[src/rtl/pwmaq_pkg.sv]
package pwmaq_pkg;

    localparam int NUM_EV = 6;
    localparam int TBL_W  = 2 * NUM_EV;

    // event index equals its field index inside an action table
    localparam int EV_ZRO = 0;
    localparam int EV_PRD = 1;
    localparam int EV_CAU = 2;
    localparam int EV_CAD = 3;
    localparam int EV_CBU = 4;
    localparam int EV_CBD = 5;

    // scan order, lowest priority first: a later entry overrides an earlier one
    localparam int PRIO_ORDER [NUM_EV] = '{EV_ZRO, EV_PRD, EV_CAD, EV_CAU, EV_CBD, EV_CBU};

    typedef enum logic [1:0] {
        ACT_HOLD = 2'd0,
        ACT_LOW  = 2'd1,
        ACT_HIGH = 2'd2,
        ACT_TOG  = 2'd3
    } act_e;

    typedef enum logic [1:0] {
        RLD_ZERO   = 2'd0,
        RLD_PRD    = 2'd1,
        RLD_EITHER = 2'd2,
        RLD_NOW    = 2'd3
    } rld_e;

    function automatic logic apply_act(input act_e a, input logic cur);
        case (a)
            ACT_LOW:  return 1'b0;
            ACT_HIGH: return 1'b1;
            ACT_TOG:  return ~cur;
            default:  return cur;
        endcase
    endfunction

endpackage

[src/rtl/pwmaq_regs.sv]
module pwmaq_regs
    import pwmaq_pkg::*;
#(
    parameter int NUM_CH = 2,
    parameter int DATA_W = 12,
    parameter int ADDR_W = 2
) (
    input  logic                          clk,
    input  logic                          rst_n,
    input  logic                          wr_en,
    input  logic [ADDR_W-1:0]             addr,
    input  logic [DATA_W-1:0]             wdata,
    input  logic                          ev_zero,
    input  logic                          ev_prd,
    output logic [NUM_CH-1:0][TBL_W-1:0]  tbl_o,
    output logic [NUM_CH-1:0]             os_fire_o,
    output logic [NUM_CH-1:0][1:0]        os_act_o,
    output logic [NUM_CH-1:0][1:0]        hold_o
);

    localparam int ADDR_FRC  = NUM_CH;
    localparam int ADDR_HOLD = NUM_CH + 1;
    localparam int FIRE_LSB  = 2 * NUM_CH;
    localparam int RLD_LSB   = 3 * NUM_CH;

    typedef struct packed {
        logic [NUM_CH-1:0][TBL_W-1:0] tbl;
        rld_e                         rld;
        logic [NUM_CH-1:0][1:0]       shadow;
        logic [NUM_CH-1:0][1:0]       active;
    } regs_s;

    regs_s q, d;
    logic  load;

    always_comb begin
        d = q;
        case (q.rld)
            RLD_ZERO:   load = ev_zero;
            RLD_PRD:    load = ev_prd;
            RLD_EITHER: load = ev_zero | ev_prd;
            default:    load = 1'b0;
        endcase
        if (load) d.active = q.shadow;
        if (wr_en) begin
            for (int i = 0; i < NUM_CH; i++) begin
                if (addr == ADDR_W'(i)) d.tbl[i] = wdata[TBL_W-1:0];
            end
            if (addr == ADDR_W'(ADDR_FRC))  d.rld    = rld_e'(wdata[RLD_LSB +: 2]);
            if (addr == ADDR_W'(ADDR_HOLD)) d.shadow = wdata[2*NUM_CH-1:0];
        end
        if (q.rld == RLD_NOW) d.active = d.shadow;
    end

    always_ff @(posedge clk or negedge rst_n) begin
        if (!rst_n) q <= '0;
        else        q <= d;
    end

    always_comb begin
        for (int i = 0; i < NUM_CH; i++) begin
            os_fire_o[i] = wr_en && (addr == ADDR_W'(ADDR_FRC)) && wdata[FIRE_LSB + i];
            os_act_o[i]  = wdata[2*i +: 2];
        end
    end

    assign tbl_o  = q.tbl;
    assign hold_o = q.active;

    // immediate mode carries a shadow write straight into the active copy
    p_now_tracks_r8: assert property (@(posedge clk) disable iff (!rst_n)
        (q.rld == RLD_NOW && wr_en && addr == ADDR_W'(ADDR_HOLD))
        |=> (hold_o == $past(wdata[2*NUM_CH-1:0])));

    // without a reload point the active override does not move
    p_wait_reload_r7: assert property (@(posedge clk) disable iff (!rst_n)
        (q.rld != RLD_NOW && !ev_zero && !ev_prd) |=> $stable(hold_o));

endmodule

[src/rtl/pwmaq_chan.sv]
module pwmaq_chan
    import pwmaq_pkg::*;
(
    input  logic              clk,
    input  logic              rst_n,
    input  logic [TBL_W-1:0]  tbl_i,
    input  logic [NUM_EV-1:0] ev_i,
    input  logic              os_fire_i,
    input  logic [1:0]        os_act_i,
    input  logic [1:0]        hold_i,
    output logic              pwm_o
);

    typedef struct packed {
        logic pwm;
    } chan_s;

    chan_s q, d;
    act_e  sel;
    logic  forcing;

    assign forcing = (hold_i == 2'd1) || (hold_i == 2'd2);

    always_comb begin
        sel = ACT_HOLD;
        for (int k = 0; k < NUM_EV; k++) begin
            if (ev_i[PRIO_ORDER[k]] && tbl_i[2*PRIO_ORDER[k] +: 2] != 2'd0)
                sel = act_e'(tbl_i[2*PRIO_ORDER[k] +: 2]);
        end
        if (os_fire_i && os_act_i != 2'd0) sel = act_e'(os_act_i);
        d.pwm = apply_act(sel, q.pwm);
        case (hold_i)
            2'd1:    d.pwm = 1'b0;
            2'd2:    d.pwm = 1'b1;
            default: ;
        endcase
    end

    always_ff @(posedge clk or negedge rst_n) begin
        if (!rst_n) q <= '0;
        else        q <= d;
    end

    assign pwm_o = q.pwm;

    // override pins the level
    p_hold_low_r6: assert property (@(posedge clk) disable iff (!rst_n)
        (hold_i == 2'd1) |=> !pwm_o);
    p_hold_high_r6: assert property (@(posedge clk) disable iff (!rst_n)
        (hold_i == 2'd2) |=> pwm_o);

    // nothing happening means the level holds
    p_quiet_hold_r3: assert property (@(posedge clk) disable iff (!rst_n)
        (ev_i == '0 && !os_fire_i && !forcing) |=> (pwm_o == $past(pwm_o)));

    // a forced toggle always changes the level
    p_os_toggle_r5: assert property (@(posedge clk) disable iff (!rst_n)
        (os_fire_i && os_act_i == 2'd3 && !forcing) |=> (pwm_o != $past(pwm_o)));

    // compare B counting up outranks every other event
    p_cbu_top_r4: assert property (@(posedge clk) disable iff (!rst_n)
        (ev_i[EV_CBU] && tbl_i[2*EV_CBU +: 2] == 2'd2 && !os_fire_i && !forcing) |=> pwm_o);

endmodule

[src/rtl/pwm_action_qual.sv]
module pwm_action_qual
    import pwmaq_pkg::*;
#(
    parameter int NUM_CH = 2,
    parameter int DATA_W = 12
) (
    input  logic                          clk,
    input  logic                          rst_n,
    input  logic                          ev_zero,
    input  logic                          ev_period,
    input  logic                          ev_cmpa_up,
    input  logic                          ev_cmpa_dn,
    input  logic                          ev_cmpb_up,
    input  logic                          ev_cmpb_dn,
    input  logic                          cfg_wr,
    input  logic [$clog2(NUM_CH+2)-1:0]   cfg_addr,
    input  logic [DATA_W-1:0]             cfg_wdata,
    output logic [NUM_CH-1:0]             pwm_o
);

    localparam int ADDR_W = $clog2(NUM_CH + 2);

    logic [NUM_EV-1:0]            ev_vec;
    logic [NUM_CH-1:0][TBL_W-1:0] tbl;
    logic [NUM_CH-1:0]            os_fire;
    logic [NUM_CH-1:0][1:0]       os_act;
    logic [NUM_CH-1:0][1:0]       hold;

    always_comb begin
        ev_vec         = '0;
        ev_vec[EV_ZRO] = ev_zero;
        ev_vec[EV_PRD] = ev_period;
        ev_vec[EV_CAU] = ev_cmpa_up;
        ev_vec[EV_CAD] = ev_cmpa_dn;
        ev_vec[EV_CBU] = ev_cmpb_up;
        ev_vec[EV_CBD] = ev_cmpb_dn;
    end

    pwmaq_regs #(
        .NUM_CH (NUM_CH),
        .DATA_W (DATA_W),
        .ADDR_W (ADDR_W)
    ) u_regs (
        .clk       (clk),
        .rst_n     (rst_n),
        .wr_en     (cfg_wr),
        .addr      (cfg_addr),
        .wdata     (cfg_wdata),
        .ev_zero   (ev_zero),
        .ev_prd    (ev_period),
        .tbl_o     (tbl),
        .os_fire_o (os_fire),
        .os_act_o  (os_act),
        .hold_o    (hold)
    );

    for (genvar c = 0; c < NUM_CH; c++) begin : g_chan
        pwmaq_chan u_chan (
            .clk       (clk),
            .rst_n     (rst_n),
            .tbl_i     (tbl[c]),
            .ev_i      (ev_vec),
            .os_fire_i (os_fire[c]),
            .os_act_i  (os_act[c]),
            .hold_i    (hold[c]),
            .pwm_o     (pwm_o[c])
        );
    end

endmodule

[config.mk]
export PLATFORM = sky130hd
export DESIGN_NAME = pwm_action_qual
export DESIGN_NICKNAME = d
export VERILOG_FILES = /design/src/rtl/pwmaq_pkg.sv /design/src/rtl/pwmaq_regs.sv /design/src/rtl/pwmaq_chan.sv /design/src/rtl/pwm_action_qual.sv
export SDC_FILE = /design/constraint.sdc
export NUM_CORES = 1
export LEC_CHECK = 0
export ABC_AREA = 1
export BUFFER_PORTS_ARGS = -buffer_cell sky130_fd_sc_hd__buf_2
export CORE_MARGIN = 2
export CORE_UTILIZATION = 30
export DETAILED_ROUTE_END_ITERATION = 6
export GPL_TIMING_DRIVEN = 0
export PLACE_DENSITY = 0.47
export SYNTH_ARGS = -nofsm -noshare
export SYNTH_HDL_FRONTEND = slang
export SYNTH_HIERARCHICAL = 1
export SYNTH_SLANG_ARGS = --single-unit
[constraint.sdc]
create_clock -name clk -period 1.45 [get_ports clk]
set_input_delay 0.145 -clock clk [delete_from_list [all_inputs] [get_ports clk]]
set_output_delay 0.145 -clock clk [all_outputs]
set_load 0.05 [all_outputs]
==> results of run 1 <==
## worst max-delay path, delay by kind of cell (launching register included)
family                 cells  cell delay [ps]
AND/OR/NAND/NOR           12              760
flip-flops                 1              380
buffers and inverters      1              140
## metal layers
| layer | vias to the layer above | share of wire | GRT usage | wire length (µm) |
|---|---|---|---|---|
| met5 | - | 0 | 0 | 0 |
| met4 | 0 | 0.012 | 0.0485 | 63 |
| met3 | 5 | 0.029 | 0.0288 | 154 |
| met2 | 24 | 0.47 | 0.225 | 2510 |
| met1 | 838 | 0.49 | 0.188 | 2610 |
| li1 | 924 | - | - | - |
## synth_stat cells
| cell type | number | area (µm²) |
|---|---|---|
| nand2_1 | 80 | 300 |
| o21ai_2 | 27 | 236 |
| inv_1 | 30 | 113 |
| buf_4 | 32 | 240 |
| nand3b_1 | 2 | 15.0 |
| or2_1 | 1 | 6.26 |
| o21a_2 | 2 | 17.5 |
| nand4_1 | 5 | 31.3 |
| nand2_2 | 6 | 37.5 |
| a21oi_2 | 2 | 17.5 |
| nor2_1 | 11 | 41.3 |
| o21ai_1 | 3 | 15.0 |
| nor2_2 | 1 | 6.26 |
| nand3_4 | 2 | 35.0 |
| nand3_1 | 18 | 90.1 |
| nand3_2 | 5 | 50.1 |
| a21oi_1 | 8 | 40.0 |
| ha_1 | 4 | 50.1 |
| buf_6 | 4 | 45.0 |
| dfrtp_1 | 36 | 901 |
| o21ai_0 | 4 | 20.0 |
| inv_2 | 1 | 3.75 |
## registers in the layout, summed over array words and instances, names as in the netlist
register,cells
u_regs/hold_o,4
g_chan.u_chan/pwm_o,2
u_regs/tbl_o,24
u_regs/q,6
## cell type report
| class | instances | area share |
|---|---|---|
| multi-input combinational | 181 | 0.418 |
| timing repair buffer | 26 | 0.0489 |
| buffer | 28 | 0.0800 |
| clock buffer | 7 | 0.0342 |
| tap | 102 | 0.0453 |
| sequential | 36 | 0.321 |
| clock inverter | 1 | 0.0107 |
| inverter | 31 | 0.0413 |
## power breakdown
part,switching [µW],internal (µW)
Combinational,718,546
Sequential,146,1200
Clock,370,607
## per-stage QoR
stage               TNS, ps  utilization  area (µm²)
global placement      -99.9        0.337        2560
floorplan                 0            -        2310
global route           -132        0.370        2820
finish                    0        0.370        2820
detailed placement    -98.1        0.337        2560
CTS                       0        0.358        2730
## worst paths after layout
| check | end | startpoint | depth (start not counted) | slack (ps) |
|---|---|---|---|---|
| max | g_chan[0].u_chan/pwm_o | u_regs/tbl_o[5] | 13 | 50 |
| min | u_regs/tbl_o[8] | cfg_wdata[8] | 3 | 130 |
| max reg2reg | g_chan[0].u_chan/pwm_o | u_regs/tbl_o[5] | 13 | 50 |
| min reg2reg | u_regs/tbl_o[5] | u_regs/tbl_o[5] | 2 | 490 |
| max in group asynchronous | u_regs/tbl_o[18] | rst_n | 2 | 360 |
| min in group asynchronous | u_regs/tbl_o[11] | rst_n | 2 | 490 |
## logic make-up after synthesis
| group | synth area share |
|---|---|
| buf+inv | 0.174 |
| flops | 0.390 |
| compound gates | 0.150 |
| simple gates | 0.265 |
| fa+ha+maj | 0.0216 |
## repair_timing
item / 4_1_cts / 5_1_grt
setup buffers: 0 / 1
pin swaps: 10 / 27
endpoints found under the setup margin: 2 / 2
endpoints found under the hold margin: 21 / 0
gates resized for setup: 8 / 38
hold buffers: 1 / 0
## cells in the final DEF, fill, tap and decap left out, drive strengths merged
cell type / instances
nand3: 25
buf: 53
ha: 4
o21ai: 34
nand2: 86
bufinv: 1
dlygate4sd3: 1
or2: 1
o21a: 2
dfrtp: 36
a21oi: 10
clkbuf: 7
nand3b: 2
nor2: 12
nand4: 5
inv: 31
==> results.md, run 1 <==
- Cell Chain, Critical Path: buf_4 > nand2_4 > nand2_4 > nor2_4 > nand2_2 > nand2_2 > nand2_1 > nand2_1 > nand2_1 > nand2_2 > nand2_1 > nand2_1 > nand3_2
- Worst-skew pair later-pin latency: roughly 290 ps
- Clock-pin slew on the worst setup and hold paths: 80 ps
- Synth Instances: roughly 280
- Slew HR: 0.424
- Horiz. Die Dim: 91.8 µm
- Root buf cell: clkbuf_8
- Mean Syn Cell Area: around 8.1 µm²
- RSZ-0062 raised after global routing: true
- FF+latch area: approximately 900 µm²
- Router iterations before antenna repair: 4
- PnR worst setup slack: about 50 ps
- Max VDD drop: 0.410 mV
- Crit path largest cell delay: between 300 and 400 ps
- N_diodes: 0
- Static Leak: roughly 0.0015 µW
- YS warnings: 6
- Worst path most repeated cell: nand2_1
- Tightest Pin Transition: ~860 ps
- Setup Skew: 3.11 ps
- Initial antenna violation count: 0
- Routed WL: 5.33 mm
- Max Cap Viol: 0
- Hold/Removal Path Class: primary input to flip-flop
- Final-layout fill cell count: around 800
- Worst setup SP type: flip-flop
- FMAX: 0.714 GHz
- Slowest stage cell, crit path: dfrtp_1
- Tcrit/Tclk final: 0.966
- Non-filler instance count after layout: about 410
- Hpwl dp: just under 4 mm
- Port bufs: 24
- Pwr Density: around 1300 mW/mm²
- Fin. max-slew vios: 0
- Bufs on Longest Clock Path: 2
- Vias in the first global route: between 1500 and 2000
- Critical Path RT: between 1500 and 2000 ps
- H-Tree Depth: 2
- Flops & latches, synth: 36
- Mapped Nets: between 300 and 400
- Area occupied by multi-input gates: 0.00118 mm²
- Share of layout cells above drive strength 1: 0.458
- Chip height: ~92 µm
- Via count: approximately 1800
- Worst setup EP type: flip-flop
- Crit Path Max Fanout: 2
- Cell Area, Synth: about 0.0023 mm²
- IO Count: 25
- CTS Buf Count: 5
- Die area: 0.00843 mm²
- Final setup vio count: 0
- DRC viols: 0
- Fin. Hold Viols: 0
- FP Rows: 32
- Routed wire per std cell: between 10 and 15 µm
- Total gr overflow: 0
- Area Growth Syn to Fin: 21.8%
- Routed vias/inst: about 4.3
- Global-route wire length before repair: ~9.2 mm
- Core Region: around 0.0076 mm²
- Routed Antenna Nets: 0
- Largest net degree at the start of global routing: 37
- GRT Util Overall: 0.140
- Minimum clock period after layout: between 1000 and 1500 ps
- CP Class: flip-flop to flip-flop
- CP arrival: between 1500 and 2000 ps
- Yosys cell types: 22
- Status: finished clean
- Final Hold Slack: ~130 ps
- Initial Util: 0.304
- TritonCTS clock tree: done
- Pre-CTS setup slack: -51.0 ps
- Post-synthesis sequential area ratio: 0.390
- Placed Cells incl. Taps: a little over 400
- Power, Total: approximately 3600 µW
- Iter 0 DRT Violations: 64
- Gpl congestion: between 0.7 and 0.8
- Final net count: 336
- CTS Sinks: 36
No activity file was read; power rests on OpenSTA's default activity.
==> inputs of run 2 (changes only) <==
RECOVER_POWER = 100   (was not set)
==> run 2 against run 1 <==
  * Final cell count did not move
  * Worst setup slack got worse by 3.6 ps
  * Sequential share of layout area rose by 1.0 points
  * Via count fell by 0.78%
  * Sequential power barely moved
  * Combinational power fell by 4%
  * Critical path depth did not move
  * First-iteration DRC count fell by 16%
  * Fmax fell by 0.26%
  * Utilization fell by 1.1 points
  * Register-to-register slack barely moved
  * Critical path type unchanged
==> results.md, run 2 (synthesis gave the netlist of run 1 again) <==
- R2R Path End: g_chan[0].u_chan/pwm_o
- Slew HR: 0.422
- Non-filler instance count after layout: between 400 and 500
- Gpl congestion: 0.744
- Chip height: 91.8 µm
- Vias in the first global route: about 1900
- Worst setup EP type: flip-flop
- Hold Path Stages: 3
- FMAX: approximately 0.7 GHz
- Final-layout fill cell count: around 850
- Bufs on Longest Clock Path: 2
- Setup Skew: 3.43 ps
- Root buf cell: clkbuf_8
- CTS Sinks: 36
- GRT Util Overall: 0.140
- FF+latch area: 905 µm²
- Tightest Pin Transition: slightly below 900 ps
- Max Cap Viol: 0
- Status: finished clean
- Crit Path Max Fanout: 2
- Initial antenna violation count: 0
- H-Tree Depth: 2
- TritonCTS clock tree: done
- Hold Path Origin: cfg_wdata[8]
- Routed WL: 5.36 mm
- Placed Cells incl. Taps: 410
- Max VDD drop: a little over 0.4 mV
- Horiz. Die Dim: between 90 and 100 µm
- DRC viols: 0
- CTS Buf Count: 5
- Hold/Removal Path Class: primary input to flip-flop
- Fin. max-slew vios: 0
- Hold endpoint: u_regs/tbl_o[8]
- Power, Total: ~3500 µW
- Most common cell after layout, fill and taps aside: nand2_1
- Worst reg2reg setup slack: around 46 ps
- Tcrit/Tclk final: 0.968
- Worst-skew pair later-pin latency: 290 ps
- Router iterations before antenna repair: 4
- Routed vias/inst: roughly 4.3
- Minimum clock period after layout: 1400 ps
- R2R Path Start: u_regs/tbl_o[5]
- Hpwl dp: 3.89 mm
- Core Region: between 0.007 and 0.008 mm²
- Critical Path RT: ~1600 ps
- Pwr Density: 1290 mW/mm²
- Max reg flops: 24
- IO Count: 25
- Area occupied by multi-input gates: 0.00110 mm²
- Largest net degree at the start of global routing: 37
- CP arrival: about 1600 ps
- Most frequent cells in the layout: nand2_1, dfrtp_1, inv_1
- Cells on worst reg2reg path: 13
- CP Class: flip-flop to flip-flop
- Initial Util: 0.304
- Setup TNS Final: 0 ps
- Total gr overflow: 0
- Share of layout cells above drive strength 1: 0.387
- Final net count: around 340
- Fin. Hold Viols: 0
- FP Rows: 32
- Area Growth Syn to Fin: 18.1%
- Final setup vio count: 0
- N_diodes: 0
- Static Leak: 0.00145 µW
- Routed wire per std cell: approximately 13 µm
- Clock-pin slew on the worst setup and hold paths: approximately 80 ps
- Iter 0 DRT Violations: 54
- Final Hold Slack: between 100 and 150 ps
- Via count: 1777
- Port bufs: 24
- RSZ-0062 raised after global routing: true
- Worst setup SP type: flip-flop
- Global-route wire length before repair: 9.20 mm
- Routed Antenna Nets: 0
- Die area: roughly 0.0084 mm²
-- run 2: changes by cell type in the layout (fill, tap and decap cells not counted) --
cell,delta
buf_6,-1
clkbuf_1,+1
nand2_1,+1
nand2_2,-1
o21ai_0,+20
o21ai_2,-20
-- run 2: cell type report --
class                   instances  area share
multi-input cells             181       0.403
flip-flops and latches         36       0.331
plain buffers                  28      0.0797
repair buffers                 26      0.0504
well taps                     102      0.0467
inverters                      31      0.0426
clock buffers                   7      0.0353
clock inverters                 1      0.0110
-- run 2: layer usage --
layer  global-route usage  part of all wire  vias up
li1                     -                 -      923
met1                0.188              0.49      827
met2                0.225              0.47       22
met3               0.0288             0.029        5
met4               0.0485             0.012        0
met5                    0                 0        -
-- run 2: worst max-delay path by stage --
stage / start / endpoint / slack, ps / cells past startpoint
2_1_floorplan: u_regs/tbl_o[5] / g_chan[0].u_chan/pwm_o / 160 / 13
3_3_place_gp: cfg_addr[1] / g_chan[1].u_chan/pwm_o / -50 / 13
3_5_place_dp: cfg_addr[1] / g_chan[1].u_chan/pwm_o / -50 / 13
4_1_cts: u_regs/tbl_o[6] / g_chan[0].u_chan/pwm_o / 0.5 / 12
5_1_grt: u_regs/tbl_o[5] / g_chan[0].u_chan/pwm_o / -70 / 13
6_report: u_regs/tbl_o[5] / g_chan[0].u_chan/pwm_o / 50 / 13
-- run 2: per-stage QoR --
stage                     cell area, µm²  worst slack [ps]   util
after floorplan                     2310               161      -
after global placement              2560             -50.7  0.337
after detailed placement            2560             -51.0  0.337
after CTS                           2730             0.505  0.358
after global routing                2730             -73.3  0.359
final                               2730              46.2  0.359
-- run 2: timing repair --
| item | CTS | global route |
|---|---|---|
| setup buffers | 0 | 1 |
| hold buffers | 1 | 0 |
| pin swaps | 10 | 27 |
| endpoints found under the setup margin | 2 | 2 |
| gates resized for setup | 8 | 38 |
| endpoints found under the hold margin | 21 | 0 |
-- run 2: worst max-delay path: stages, from the launching register on --
cell and delay (ps):
dfrtp_1 380, buf_4 140, nand2_4 60, nand2_4 60, nor2_4 100, nand2_2 60
nand2_2 60, nand2_1 50, nand2_1 70, nand2_1 60, nand2_2 70, nand2_1 50
nand2_1 60, nand3_2 60
-- run 2: power by group --
group	total [µW]	switching, µW	internal, µW
registers	1350	144	1200
clock network	980	373	607
logic	1210	688	519
==> inputs of run 3 (changes only) <==
clock period = 1.3 ns   (was 1.45 ns; I/O delays follow)
==> run 3 against run 2 <==
  * The run now ends with setup timing left
  * Register-to-register slack worse by 160 ps
  * Sequential power up 11%
  * Cell area down 0.92%
==> results.md, run 3 (synthesis gave the netlist of run 1 again) <==
- Routed vias/inst: ~4.4
- Worst setup EP type: flip-flop
- Bufs on Longest Clock Path: 2
- Gate power share: 0.338
- Root buf cell: clkbuf_8
- TritonCTS clock tree: done
- GRT Util Overall: 0.146
- CP Class: flip-flop to flip-flop
- Static Leak: 0.00144 µW
- Final setup vio count: 2
- Worst Setup EP: g_chan[0].u_chan/pwm_o
- Setup Skew: between 2 and 3 ps
- Hold/Removal Path Class: primary input to flip-flop
- H-Tree Depth: 2
- PnR worst setup slack: -109 ps
- FMAX: 0.710 GHz
- Gpl congestion: 0.744
- Global-route wire length before repair: between 9 and 10 mm
- Int Pwr: between 2000 and 3000 µW
- Chip height: a little over 90 µm
- Via count: ~1800
- Total gr overflow: 0
- Hpwl dp: 3.89 mm
- Clock-pin slew on the worst setup and hold paths: 80 ps
- Final instance area: approximately 0.0027 mm²
- Cells on worst reg2reg path: 11
- Pwr Density: roughly 1400 mW/mm²
- Initial Util: 0.304
- Minimum clock period after layout: approximately 1400 ps
- Die area: ~0.0084 mm²
- Psw: 1330 µW
- Clock network fraction of total power: 0.279
- Slew HR: 0.428
- Fin. max-slew vios: 0
- Most frequent cells in the layout: nand2_1, dfrtp_1, inv_1
- Routed Antenna Nets: 0
- Core Region: between 0.007 and 0.008 mm²
- Violated checks: setup timing
- Non-filler instance count after layout: 415
- IO Count: 25
- Iter 0 DRT Violations: 59
- Final Hold Slack: about 100 ps
- Max reg flops: 24
- Worst-skew pair later-pin latency: between 200 and 300 ps
- DRC viols: 0
- CTS Sinks: 36
- Crit Path Max Fanout: 4
- Max Cap Viol: 0
- Tcrit/Tclk final: 1.08
- FP Rows: 32
- Tightest Pin Transition: roughly 860 ps
- Status: finished with violations
- Critical Path RT: ~1500 ps
- Initial antenna violation count: 0
- Routed WL: ~5.4 mm
- Largest net degree at the start of global routing: 37
- Placed Area: 0.00256 mm²
- Final-layout fill cell count: about 840
- Final net count: ~340
- N_diodes: 0
- Vias in the first global route: between 1500 and 2000
- RSZ-0062 raised after global routing: true
- Horiz. Die Dim: 91.8 µm
- Port bufs: 24
- Share of layout cells above drive strength 1: 0.371
- Crit path from: u_regs/tbl_o[6]
- CP arrival: between 1500 and 2000 ps
- Switching Share: 0.340
- Max VDD drop: ~0.45 mV
- R2R Path End: g_chan[0].u_chan/pwm_o
- Sequential fraction of design power: 0.383
- Setup TNS Final: -158 ps
- Placed Cells incl. Taps: 410
- Area Growth Syn to Fin: 17.0%
- Post-layout util: 0.356
- Routed wire per std cell: 13.1 µm
- Fin. Hold Viols: 0
- Most common cell after layout, fill and taps aside: nand2_1
- Router iterations before antenna repair: 4
- Worst setup SP type: flip-flop
- Worst reg2reg setup slack: -110 ps
- R2R Path Start: u_regs/tbl_o[6]
- CTS Buf Count: 5
==> run 3: worst max-delay path: stages, from the launching register on <==
cell and delay, ps:
dfrtp_2 440, o21ai_4 180, nand3_2 100, nand2_2 80, nand2_2 60, nand2_1 70
nand2_1 80, nand2_2 90, nand3_2 70, nor2_2 80, nand2_1 60, nand3_2 50
==> run 3: metal layers <==
| metal | vias to the layer above | GRT usage | share of wire |
|---|---|---|---|
| li1 | 934 | - | - |
| met1 | 856 | 0.192 | 0.48 |
| met2 | 26 | 0.239 | 0.47 |
| met3 | 5 | 0.0288 | 0.034 |
| met4 | 0 | 0.0485 | 0.012 |
| met5 | - | 0 | 0 |
==> run 3: power groups by stage <==
stage	logic, µW	clock network (µW)	registers, µW
global route	1520	1190	1530
global placement	1330	0	1490
floorplan	965	0	1560
CTS	1370	1140	1500
detailed placement	1350	0	1490
finish	1330	1090	1500
==> run 3: area by class of cell <==
type	instances	area (µm²)	area share
Clock buffer	7	96.3	0.0356
Inverter	31	116	0.0430
Timing Repair Buffer	31	175	0.0647
Sequential cell	36	903	0.334
Tap cell	102	128	0.0472
Buffer	26	203	0.0749
Multi-Input combinational cell	181	1050	0.390
Clock inverter	1	30.0	0.0111
==> run 3: how the worst min path moves through the flow <==
stage / start / endpoint / slack (ps) / cells after the start
floorplan: rst_n / g_chan[0].u_chan/pwm_o / -170 / 0
global placement: rst_n / u_regs/tbl_o[10] / 300 / 1
detailed placement: rst_n / u_regs/tbl_o[10] / 300 / 1
CTS: cfg_wdata[8] / u_regs/tbl_o[8] / 110 / 3
global route: cfg_wdata[8] / u_regs/tbl_o[8] / 100 / 3
finish: cfg_wdata[11] / u_regs/tbl_o[11] / 100 / 3
==> run 3: repair_timing <==
item,4_1_cts,5_1_grt
setup endpoints to repair,5,3
gates resized for setup,26,9
pin swaps,22,16
hold buffers,1,0
endpoints found under the hold margin,36,0
setup buffers,6,0
==> run 3: metrics by stage <==
| step | setup slack [ps] | total power, µW |
|---|---|---|
| floorplan | 11.2 | 2520 |
| global placement | -199 | 2810 |
| detailed placement | -197 | 2840 |
| CTS | -101 | 4010 |
| global route | -206 | 4240 |
| finish | -109 | 3920 |
